$ cat src/rtl/flag_pkg.sv
package flag_pkg;
  localparam int FLAG_W  = 16;
  localparam int CF_B    = 0;
  localparam int PF_B    = 2;
  localparam int AF_B    = 4;
  localparam int ZF_B    = 6;
  localparam int SF_B    = 7;
  localparam int TF_B    = 8;
  localparam int IF_B    = 9;
  localparam int DF_B    = 10;
  localparam int OF_B    = 11;
  localparam int N_CTRL  = 3;
  localparam int CTRL_LO = TF_B;

  localparam logic [FLAG_W-1:0] FIX_MASK = 16'hF02A;
  localparam logic [FLAG_W-1:0] FIX_VAL  = 16'hF002;

  typedef enum logic [1:0] {
    OP_ADD   = 2'd0,
    OP_SUB   = 2'd1,
    OP_LOGIC = 2'd2,
    OP_SHIFT = 2'd3
  } op_class_e;

  // even number of ones -> 1
  function automatic logic even_parity(input logic [7:0] v);
    return ~(^v);
  endfunction

  // carry out of (add) or borrow into (sub) a bit position, from its bits
  function automatic logic msb_carry(input logic a, input logic b,
                                     input logic r, input logic sub);
    if (sub) return (~a & b) | ((~a | b) & r);
    else     return (a & b) | ((a | b) & ~r);
  endfunction

  // signed overflow from top bits of operands and result
  function automatic logic signed_ovf(input logic a, input logic b,
                                      input logic r, input logic sub);
    if (sub) return (a ^ b) & (a ^ r);
    else     return ~(a ^ b) & (a ^ r);
  endfunction

  function automatic logic [FLAG_W-1:0] force_fixed(input logic [FLAG_W-1:0] d);
    return (d & ~FIX_MASK) | FIX_VAL;
  endfunction
endpackage

$ cat src/rtl/flag_status_calc.sv
module flag_status_calc
  import flag_pkg::*;
#(
  parameter int DATA_W = 16
) (
  input  logic [1:0]        op_class,
  input  logic              size_word,
  input  logic [DATA_W-1:0] opnd_a,
  input  logic [DATA_W-1:0] opnd_b,
  input  logic [DATA_W-1:0] result,
  input  logic              shift_co,
  input  logic              cur_af,
  output logic              cf_n,
  output logic              pf_n,
  output logic              af_n,
  output logic              zf_n,
  output logic              sf_n,
  output logic              of_n
);
  localparam int HALF_W = DATA_W / 2;

  op_class_e op;
  logic a_top, b_top, r_top, is_sub, arith, nib_cy;

  assign op     = op_class_e'(op_class);
  assign a_top  = size_word ? opnd_a[DATA_W-1] : opnd_a[HALF_W-1];
  assign b_top  = size_word ? opnd_b[DATA_W-1] : opnd_b[HALF_W-1];
  assign r_top  = size_word ? result[DATA_W-1] : result[HALF_W-1];
  assign is_sub = (op == OP_SUB);
  assign arith  = (op == OP_ADD) || (op == OP_SUB);
  assign nib_cy = opnd_a[4] ^ opnd_b[4] ^ result[4];

  always_comb begin
    pf_n = even_parity(result[7:0]);
    sf_n = r_top;
    zf_n = size_word ? (result == '0) : (result[HALF_W-1:0] == '0);
    af_n = arith ? nib_cy : cur_af;
    unique case (op)
      OP_ADD, OP_SUB: begin
        cf_n = msb_carry(a_top, b_top, r_top, is_sub);
        of_n = signed_ovf(a_top, b_top, r_top, is_sub);
      end
      OP_LOGIC: begin
        cf_n = 1'b0;
        of_n = 1'b0;
      end
      default: begin
        cf_n = shift_co;
        of_n = a_top ^ r_top;
      end
    endcase
  end
endmodule

$ cat src/rtl/flag_ctrl_bits.sv
module flag_ctrl_bits #(
  parameter int N = 3
) (
  input  logic [N-1:0] set_v,
  input  logic [N-1:0] clr_v,
  input  logic [N-1:0] cur,
  output logic [N-1:0] nxt,
  output logic         any_strobe
);
  for (genvar i = 0; i < N; i++) begin : g_bit
    // set has priority over clear
    assign nxt[i] = set_v[i] ? 1'b1 : (clr_v[i] ? 1'b0 : cur[i]);
  end
  assign any_strobe = |{set_v, clr_v};
endmodule

$ cat src/rtl/flag_reg.sv
module flag_reg
  import flag_pkg::*;
(
  input  logic              clk,
  input  logic              rst_n,
  input  logic              we,
  input  logic [FLAG_W-1:0] d,
  output logic [FLAG_W-1:0] q
);
  always_ff @(posedge clk or negedge rst_n) begin
    if (!rst_n)  q <= FIX_VAL;
    else if (we) q <= force_fixed(d);
  end
endmodule

$ cat src/rtl/alu_flag_unit.sv
module alu_flag_unit
  import flag_pkg::*;
#(
  parameter int DATA_W = 16
) (
  input  logic              clk,
  input  logic              rst_n,
  input  logic              upd_en,
  input  logic [1:0]        op_class,
  input  logic              size_word,
  input  logic [DATA_W-1:0] opnd_a,
  input  logic [DATA_W-1:0] opnd_b,
  input  logic [DATA_W-1:0] result,
  input  logic              shift_co,
  input  logic              set_trace,
  input  logic              clr_trace,
  input  logic              set_inten,
  input  logic              clr_inten,
  input  logic              set_dir,
  input  logic              clr_dir,
  input  logic              load_en,
  input  logic [FLAG_W-1:0] load_word,
  output logic [FLAG_W-1:0] flags_q
);
  logic cf_n, pf_n, af_n, zf_n, sf_n, of_n;
  logic [N_CTRL-1:0] ctrl_nxt;
  logic              ctrl_strobe;
  logic              status_wr;
  logic              load_wr;
  logic              reg_we;
  logic [FLAG_W-1:0] merged;
  logic [FLAG_W-1:0] reg_d;

  flag_status_calc #(.DATA_W(DATA_W)) u_calc (
    .op_class (op_class),
    .size_word(size_word),
    .opnd_a   (opnd_a),
    .opnd_b   (opnd_b),
    .result   (result),
    .shift_co (shift_co),
    .cur_af   (flags_q[AF_B]),
    .cf_n     (cf_n),
    .pf_n     (pf_n),
    .af_n     (af_n),
    .zf_n     (zf_n),
    .sf_n     (sf_n),
    .of_n     (of_n)
  );

  flag_ctrl_bits #(.N(N_CTRL)) u_ctrl (
    .set_v     ({set_dir, set_inten, set_trace}),
    .clr_v     ({clr_dir, clr_inten, clr_trace}),
    .cur       (flags_q[CTRL_LO +: N_CTRL]),
    .nxt       (ctrl_nxt),
    .any_strobe(ctrl_strobe)
  );

  assign load_wr   = load_en;
  assign status_wr = upd_en & ~load_en;
  assign reg_we    = load_en | upd_en | ctrl_strobe;

  always_comb begin
    merged = flags_q;
    if (status_wr) begin
      merged[CF_B] = cf_n;
      merged[PF_B] = pf_n;
      merged[AF_B] = af_n;
      merged[ZF_B] = zf_n;
      merged[SF_B] = sf_n;
      merged[OF_B] = of_n;
    end
    merged[CTRL_LO +: N_CTRL] = ctrl_nxt;
    reg_d = load_wr ? load_word : merged;
  end

  flag_reg u_reg (
    .clk  (clk),
    .rst_n(rst_n),
    .we   (reg_we),
    .d    (reg_d),
    .q    (flags_q)
  );
endmodule

$ cat config.mk
export PLATFORM = sky130hd
export DESIGN_NAME = alu_flag_unit
export DESIGN_NICKNAME = d
export VERILOG_FILES = /design/src/rtl/flag_pkg.sv /design/src/rtl/flag_status_calc.sv /design/src/rtl/flag_ctrl_bits.sv /design/src/rtl/flag_reg.sv /design/src/rtl/alu_flag_unit.sv
export SDC_FILE = /design/constraint.sdc
export NUM_CORES = 1
export LEC_CHECK = 0
export ABC_AREA = 1
export BUFFER_PORTS_ARGS = -buffer_cell sky130_fd_sc_hd__buf_2
export CAP_MARGIN = 20
export CORE_AREA = 2 2 66 43
export DETAILED_ROUTE_END_ITERATION = 6
export DIE_AREA = 0 0 68 45
export GPL_TIMING_DRIVEN = 1
export PLACE_DENSITY = 0.82
export SLEW_MARGIN = 40
export SYNTH_ARGS = -nofsm -noshare
export SYNTH_HDL_FRONTEND = slang
export SYNTH_SLANG_ARGS = --single-unit
$ cat constraint.sdc
create_clock -name clk -period 1.7 [get_ports clk]
set_input_delay 0 -clock clk [delete_from_list [all_inputs] [get_ports clk]]
set_output_delay 0 -clock clk [all_outputs]
set_load 0.05 [all_outputs]
# Word level (Yosys, flattened, before mapping)

Index checks and enable logic that the tools add are counted.

Register bits after elaboration: 9
Input port bits: 78
Output and inout port bits: 16
Logic and storage cells: 67

Eq/ne operators: 2
Mux-type cells: 21
Bitwise gates (word level): 22
Reduce and logical (&&, ||, !) cells: 17

Operator list:

| kind                                                                   | number |
|---|---|
| 1-bit two-way mux                                                      | 17 |
| 16-bit zero test                                                       | 1 |
| 12-bit two-way mux                                                     | 1 |
| 3-bit nonzero test                                                     | 3 |
| 8-bit zero test                                                        | 1 |
| 2-bit AND reduction                                                    | 4 |
| 8-bit XOR reduction                                                    | 1 |
| 1-bit AND                                                              | 7 |
| 1-bit bitwise OR                                                       | 6 |
| 6-bit OR reduction                                                     | 1 |
| 1-bit NOT                                                              | 5 |
| 1-bit case mux with 2 select lines                                     | 2 |
| 2-bit nonzero test                                                     | 2 |
| 1-bit bitwise XOR                                                      | 4 |
| 3-bit AND reduction                                                    | 1 |
| 2-bit by 1-bit equality test with 1-bit output (second input constant) | 1 |
| 2-bit equality test (second input constant)                            | 1 |
| 2-bit zero test                                                        | 1 |
| 2-bit two-way mux                                                      | 1 |
| 2-bit OR reduction                                                     | 1 |
| 1-bit logical OR                                                       | 1 |

# Logic depth before layout (Yosys ltp)

Gate-level depths: netlist of run 1.

Word-level depth: 9
Depth in mapped cells: 12
Mapped depth without buffers: 12

# Hierarchy

Synthesis of run 1 repeated with hierarchy kept, for this count alone.

Cells, all modules: 190
Area, all modules: 1144.8 um^2

Modules (own cells, without submodules):

| module           | instances | cells each | area each (um^2) | seq. area each (um^2) |
|---|---|---|---|---|
| flag_reg         | 1         | 47         | 401.6            | 225.2 |
| flag_status_calc | 1         | 72         | 397.9            | 0.0 |
| alu_flag_unit    | 1         | 61         | 295.3            | 0.0 |
| flag_ctrl_bits   | 1         | 10         | 50.0             | 0.0 |

# Least setup slack after synthesis of run 1

Ideal clock, no wire load.

Path kind: input-to-reg
From: input size_word
To: register u_reg.q[11]
Arrival: 1026 ps
Data required time: 1631 ps
Path slack: 605 ps
Cell stages on the path: 9
Path through: inv_2 or2_1 o21ai_0 ha_1 nor2_1 nor2_1 nor3_1 nand2_1 nand3_1

Word-level cells in the longest chain between the ends: 8
Elaborated cells between the ends (all ways): 12

RTL lines:

| element                                     | RTL line                                       | RTL |
|---|---|---|
| from (decl)                                 | alu_flag_unit.sv:10                            | `input logic size_word,` |
| 1-bit two-way mux, on equally long branches | flag_status_calc.sv:26, flag_status_calc.sv:27 |  |
| 1-bit bitwise XOR                           | flag_pkg.sv:40, flag_pkg.sv:41                 |  |
| 1-bit NOT                                   | flag_pkg.sv:41                                 | `else return ~(a ^ b) & (a ^ r);` |
| 1-bit AND                                   | flag_pkg.sv:41                                 |  |
| 1-bit two-way mux                           | flag_pkg.sv:40                                 | `if (sub) return (a ^ b) & (a ^ r);` |
| 1-bit case mux with 2 select lines (*)      | flag_status_calc.sv:38                         | `unique case (op)` |
| 1-bit two-way mux (*)                       | alu_flag_unit.sv:64                            | `if (status_wr) begin` |
| 12-bit two-way mux (*)                      | alu_flag_unit.sv:73                            | `reg_d = load_wr ? load_word : merged;` |
| to (signal assigned)                        | flag_reg.sv:12                                 | `else if (we) q <= force_fixed(d);` |
| to (decl)                                   | flag_reg.sv:8                                  | `output logic [FLAG_W-1:0] q` |

Every way passes the cells marked *; elsewhere a longest branch is shown, timed or not. The select of a mux whose other input is x is not followed.
A chain may end at the register's enable or synchronous reset.

# Final worst setup path of run 1

Same ends and word-level chain as after synthesis.

==> flow_metrics.env, run 1 <==
export IMPL_status="finished, final reports clean"
export IMPL_clkPwrFrac=0.295
export IMPL_grt_pass1_wl_mm=3.236
export IMPL_core_area_um2=2417
export IMPL_largestRegisters="u_reg.q (9)"
export IMPL_end_kind="flip-flop"
export IMPL_min_delay_path_class="in2reg"
export IMPL_regMostFlops="u_reg.q"
export IMPL_min_period_ns=1.157
export IMPL_startpoint_type="input port"
export IMPL_rsz0062_at_grt="no"
export IMPL_cts_buffers=3
export IMPL_finalCritPeriodShare=0.6804
export IMPL_n_fill_cell=248
export IMPL_post_route_util=0.4891
export IMPL_yosysUniqueCellTypes=21
export IMPL_synthTopCellsByArea="dfrtp_1 (26%), nand2_1 (13%), ha_1 (12%)"
export IMPL_crit_type="in2reg"
export IMPL_p_int_uw=512.1
export IMPL_wirelength_mm=1.975
export IMPL_fmax_mhz=864.6
export IMPL_io_buffers=53
export IMPL_setup_viol=0
export IMPL_grt_max_degree=10
export IMPL_largest_reg_flops=9
export IMPL_crit_fanout=7
export IMPL_num_nets_final=272
export IMPL_p_per_area_nw_per_um2=694.0
export IMPL_rows=14
export IMPL_swShare=0.3760
export IMPL_hpwlAfterDp_mm=1.656
export IMPL_leakage_uw=0.0007225
export IMPL_power_switching_uw=308.5
export IMPL_ctsHoldBuffers=3
export IMPL_placed_area_um2=1107
export IMPL_ir_worst_vdd_v=0.0004592
export IMPL_synth_cells=129
export IMPL_ys_warn_count=0
export IMPL_ctsRootBufferMaster="clkbuf_8"
export IMPL_vias=893
export IMPL_drc=0
export IMPL_required_ns=1.86
export IMPL_worstSkewPairLatency_ns=0.23
export IMPL_yosysTopAreaCell="dfrtp_1"
export IMPL_syn_area_um2=854.6
export IMPL_antenna_cells=0
export IMPL_via_per_inst=4.115
export IMPL_dr_pass1_iters=4
export IMPL_setup_tns_ns=0
export IMPL_cts_clk_slew_worst_paths_ns=0.04
export IMPL_yosysTopAreaCellShare=0.2635
export IMPL_die_h_um=45
export IMPL_gp_congestion=0.8039
export IMPL_pin_count=94
export IMPL_seqPwrFrac=0.303
export IMPL_start_util=0.3535
export IMPL_clock_path_buffers=2
export IMPL_grt_util_all_layers=0.1465
export IMPL_finClkSkew_ns=0
export IMPL_drive_gt1_frac=0.3189
export IMPL_ant_nets=0
export IMPL_ys_ff_latch=9
export IMPL_synthToLayoutAreaGrowth_pct=38.36
export IMPL_cts_sinks=9
export IMPL_post_cts_buffers=0
export IMPL_arrival_ns=1.32
export IMPL_die_x_um=68
export IMPL_drtIter0Drc=30
export IMPL_cts_repair_resized=0
export IMPL_finalHoldViolCount=0
export IMPL_fin_area_um2=1182
export IMPL_antenna_found_initial=0
export IMPL_post_drt_wl_per_cell_um=9.101
export IMPL_grt_overflow_total=0
export IMPL_cap_violations=0
export IMPL_syn_avg_cell_area_um2=6.625
export IMPL_drv_slew=0
export IMPL_seq_area_frac_synth=0.2635
export IMPL_grt_pass1_vias=774
export IMPL_cts_max_level=1
export IMPL_die_area_um2=3060
export IMPL_tritoncts="done"
export IMPL_p_comb_frac=0.403
metal layers:
layer | GRT usage | share of wire
met1 | 0.1947 | 0.50
met5 | 0 | 0
met2 | 0.2291 | 0.42
met4 | 0.01200 | 0
met3 | 0.06733 | 0.078
logic make-up (layout without fill, tap and decap cells):
| kind of cell | count (synthesis) | after routing | synth area share |
|---|---|---|---|
| xor+xnor | 6 | 6 | 0.06149 |
| buf+inv | 34 | 85 | 0.1933 |
| simple gates | 59 | 59 | 0.2782 |
| compound gates | 11 | 11 | 0.07761 |
| flops | 9 | 9 | 0.2635 |
| fa+ha+maj | 8 | 8 | 0.1171 |
| other cells | 2 | 7 | 0.008788 |
critical path, cell delays in order:
cell,delay (ns)
buf_2,0.16
inv_2,0.05
or2_1,0.19
o21ai_0,0.14
ha_1,0.31
nor2_1,0.10
nor2_1,0.04
nor3_1,0.18
nand2_1,0.08
nand3_1,0.06
cells in the mapped netlist, drive strengths merged:
cell type	instances
ha	8
or2	1
nand3	7
xor2	2
o21bai	1
buf	9
xnor2	4
nor2	18
o21ai	3
a22oi	1
nand4	1
dfrtp	9
a21oi	5
inv	25
conb	2
nor3	2
nand2	30
o211ai	1
metrics by stage:
stage / cells / hold slack (ns) / power, µW / setup WS [ns]
2_1_floorplan: 134 / -0.2956 / 493.3 / 0.6052
3_3_place_gp: 210 / -0.1344 / 573.5 / 0.3273
3_5_place_dp: 210 / -0.1375 / 577.6 / 0.3065
4_1_cts: 217 / 0.006432 / 831.3 / 0.5462
5_1_grt: 217 / 0.02831 / 876.7 / 0.3680
6_report: 217 / 0.01300 / 820.6 / 0.5434
area by class of cell:
| type | instances | area [µm²] | area share |
|---|---|---|---|
| clock buffer | 4 | 45.04 | 0.03810 |
| tap | 32 | 40.04 | 0.03386 |
| multi-input combinational | 91 | 483.0 | 0.4085 |
| timing repair buffer | 56 | 295.3 | 0.2497 |
| sequential | 9 | 225.2 | 0.1905 |
| inverter | 25 | 93.84 | 0.07937 |
power groups by stage:
stage	combinational (µW)	clock, µW	sequential, µW
global route	364	262	251
finish	330	242	248
global placement	323	0	250
floorplan	172	0	322
detailed placement	326	0	252
CTS	333	250	249
path summary, 6_finish.rpt:
kind / start / endpoint / slack (ns) / depth (start not counted)
max reg2reg: u_reg.q[4] / u_reg.q[4] / 0.91 / 3
max: size_word / u_reg.q[11] / 0.54 / 10
min: clr_inten / u_reg.q[9] / 0.01 / 4
max in group asynchronous: rst_n / u_reg.q[9] / 1.36 / 2
min reg2reg: u_reg.q[0] / u_reg.q[0] / 0.48 / 2
min in group asynchronous: rst_n / u_reg.q[11] / 0.15 / 2
placed cells by master, fill, tap and decap left out, drive strengths merged, types with 4 or more instances in the layout:
cell type	synthesis	final
a21oi	5	5
buf	9	53
clkbuf	0	4
conb	2	7
dfrtp	9	9
ha	8	8
inv	25	25
nand2	30	30
nand3	7	7
nor2	18	18
xnor2	4	4
Note: power is estimated with default switching activity, not from simulation.
==> run 2, diff against run 1 <==
Settings changed: CORE_AREA 2 2 66 43 to 2 2 71 46, DIE_AREA 0 0 68 45 to 0 0 73 48, PLACE_DENSITY 0.82 to 0.75.
Clock period 1.7 ns to 1 ns, I/O delays scaled along.
==> run 2 against run 1 <==
Compared with the run above: hold slack got worse by 0.0019 ns; clock-buffer cell count unchanged; non-clock buffer count increased by 8; sequential share of layout area decreased by 2.3 points; worst setup slack got worse by 0.52 ns; largest cell class unchanged; highest routed layer is now met4.
==> flow_metrics.env, run 2 (same netlist as run 1, synthesis figures left out) <==
export IMPL_status="finished, final reports clean"
export IMPL_critical_path_slowest_cell="or2_4"
export IMPL_final_common_cell="buf_2"
export IMPL_layout_common_cells="buf_2 (52), nand2_1 (29), inv_1 (21)"
export IMPL_startpoint_type="input port"
export IMPL_finalNonFillerCells=227
export IMPL_hpwlAfterDp_mm=1.829
export IMPL_via_per_inst=3.974
export IMPL_min_delay_path_class="in2reg"
export IMPL_grt_pass1_wl_mm=3.491
export IMPL_leakage_uw=0.0007760
export IMPL_pin_count=94
export IMPL_clock_path_buffers=2
export IMPL_fin_area_um2=1345
export IMPL_p_per_area_nw_per_um2=1113
export IMPL_setup_viol=0
export IMPL_fmax_mhz=1026
export IMPL_post_drt_wl_per_cell_um=9.921
export IMPL_grt_util_all_layers=0.1343
export IMPL_required_ns=1.17
export IMPL_rsz0062_at_grt="yes"
export IMPL_regMostFlops="u_reg.q"
export IMPL_core_area_um2=2796
export IMPL_end_kind="flip-flop"
export IMPL_place_worst_setup_slack_ns=-0.2458
export IMPL_clkPwrFrac=0.278
export IMPL_io_buffers=53
export IMPL_rows=15
export IMPL_cts_clk_slew_worst_paths_ns=0.04
export IMPL_die_h_um=48
export IMPL_finClkSkew_ns=0
export IMPL_cts_max_level=1
export IMPL_cp_cell_sequence="buf_2 > or2_4 > o21ai_4 > ha_4 > nor2_4 > nor2_2 > nor3_2 > nand2_1 > nand3_1"
export IMPL_finalHoldViolCount=0
export IMPL_reg2regPathDepth=3
export IMPL_arrival_ns=1.14
export IMPL_crit_fanout=3
export IMPL_seqPwrFrac=0.283
export IMPL_cts_sinks=9
export IMPL_drc=0
export IMPL_min_period_ns=0.9746
export IMPL_worstSkewPairLatency_ns=0.23
export IMPL_finalCritPeriodShare=0.9746
export IMPL_wirelength_mm=2.252
export IMPL_synthToLayoutAreaGrowth_pct=57.39
export IMPL_dp_cells=220
export IMPL_ir_worst_vdd_v=0.0005578
export IMPL_tritoncts="done"
export IMPL_placed_area_um2=1174
export IMPL_cts_buffers=3
export IMPL_p_comb_frac=0.439
export IMPL_grt_overflow_total=0
export IMPL_num_nets_final=280
export IMPL_grt_pass1_vias=831
export IMPL_die_x_um=73
export IMPL_drtIter0Drc=41
export IMPL_power_switching_uw=571.3
export IMPL_die_area_um2=3504
export IMPL_grt_max_degree=10
export IMPL_gp_congestion=0.8800
export IMPL_post_cts_buffers=0
export IMPL_p_int_uw=925.5
export IMPL_ant_nets=0
export IMPL_ctsRootBufferMaster="clkbuf_8"
export IMPL_start_util=0.3056
export IMPL_dr_pass1_iters=4
export IMPL_antenna_cells=0
export IMPL_drv_slew=0
export IMPL_largestRegisters="u_reg.q (9)"
export IMPL_whs_ns=0.01107
export IMPL_worst_slack_ns=0.02542
export IMPL_antenna_found_initial=0
export IMPL_hold_path_depth=4
export IMPL_crit_type="in2reg"
export IMPL_vias=902
export IMPL_cap_violations=0
export IMPL_critPathMaxStageDelay_ns=0.25
export IMPL_drive_gt1_frac=0.4093
export IMPL_largest_reg_flops=9
export IMPL_swShare=0.3817
-- run 2: through the flow --
stage | setup TNS [ns] | power, µW | util
6_report | 0 | 1497 | 0.4810
5_1_grt | -0.04472 | 1598 | 0.4810
4_1_cts | -0.001552 | 1462 | 0.4501
3_5_place_dp | -0.4656 | 1018 | 0.4197
3_3_place_gp | -0.4030 | 1015 | 0.4197
2_1_floorplan | -0.01068 | 839.9 | -
-- run 2: critical path, delay by kind of cell --
kind	cells	cell delay [ns]
simple gates	6	0.71
compound gates	1	0.09
fa+ha+maj	1	0.25
buf+inv	1	0.10
-- run 2: final timing paths --
path | startpoint | to | slack (ns)
worst max-delay path | opnd_b[15] | u_reg.q[11] | 0.03
worst max register to register | u_reg.q[4] | u_reg.q[4] | 0.20
max in group asynchronous | rst_n | u_reg.q[10] | 0.67
min in group asynchronous | rst_n | u_reg.q[2] | 0.15
worst min register to register | u_reg.q[0] | u_reg.q[0] | 0.48
worst min-delay path | clr_trace | u_reg.q[8] | 0.01
-- run 2: power groups by stage --
stage               logic [µW]  registers, µW  clock network, µW
floorplan                  293            547                  0
global placement           588            426                  0
detailed placement         590            427                  0
CTS                        607            423                432
global route               718            427                452
finish                     658            423                416
-- run 2: metal layers --
metal | GRT usage | vias to the layer above | wire length [µm]
li1 | - | 503 | -
met1 | 0.1686 | 366 | 1071
met2 | 0.2072 | 29 | 963
met3 | 0.06316 | 4 | 187
met4 | 0.04444 | 0 | 29
met5 | 0 | - | 0
-- run 2: final cells by class --
| cell class | instances | area, µm² |
|---|---|---|
| Sequential cell | 9 | 225.2 |
| Timing Repair Buffer | 64 | 369.1 |
| Inverter | 25 | 93.84 |
| Fill cell | 283 | 1451 |
| Tap cell | 34 | 42.54 |
| Multi-Input combinational cell | 91 | 569.3 |
| Clock buffer | 4 | 45.04 |
-- run 2: timing repair --
item | in CTS | in global routing
hold buffers | 3 | 0
gates resized for setup | 2 | 19
cloned | 0 | 0
endpoints found under the hold margin | 11 | 0
pin swaps | 0 | 13
endpoints found under the setup margin | 1 | 2
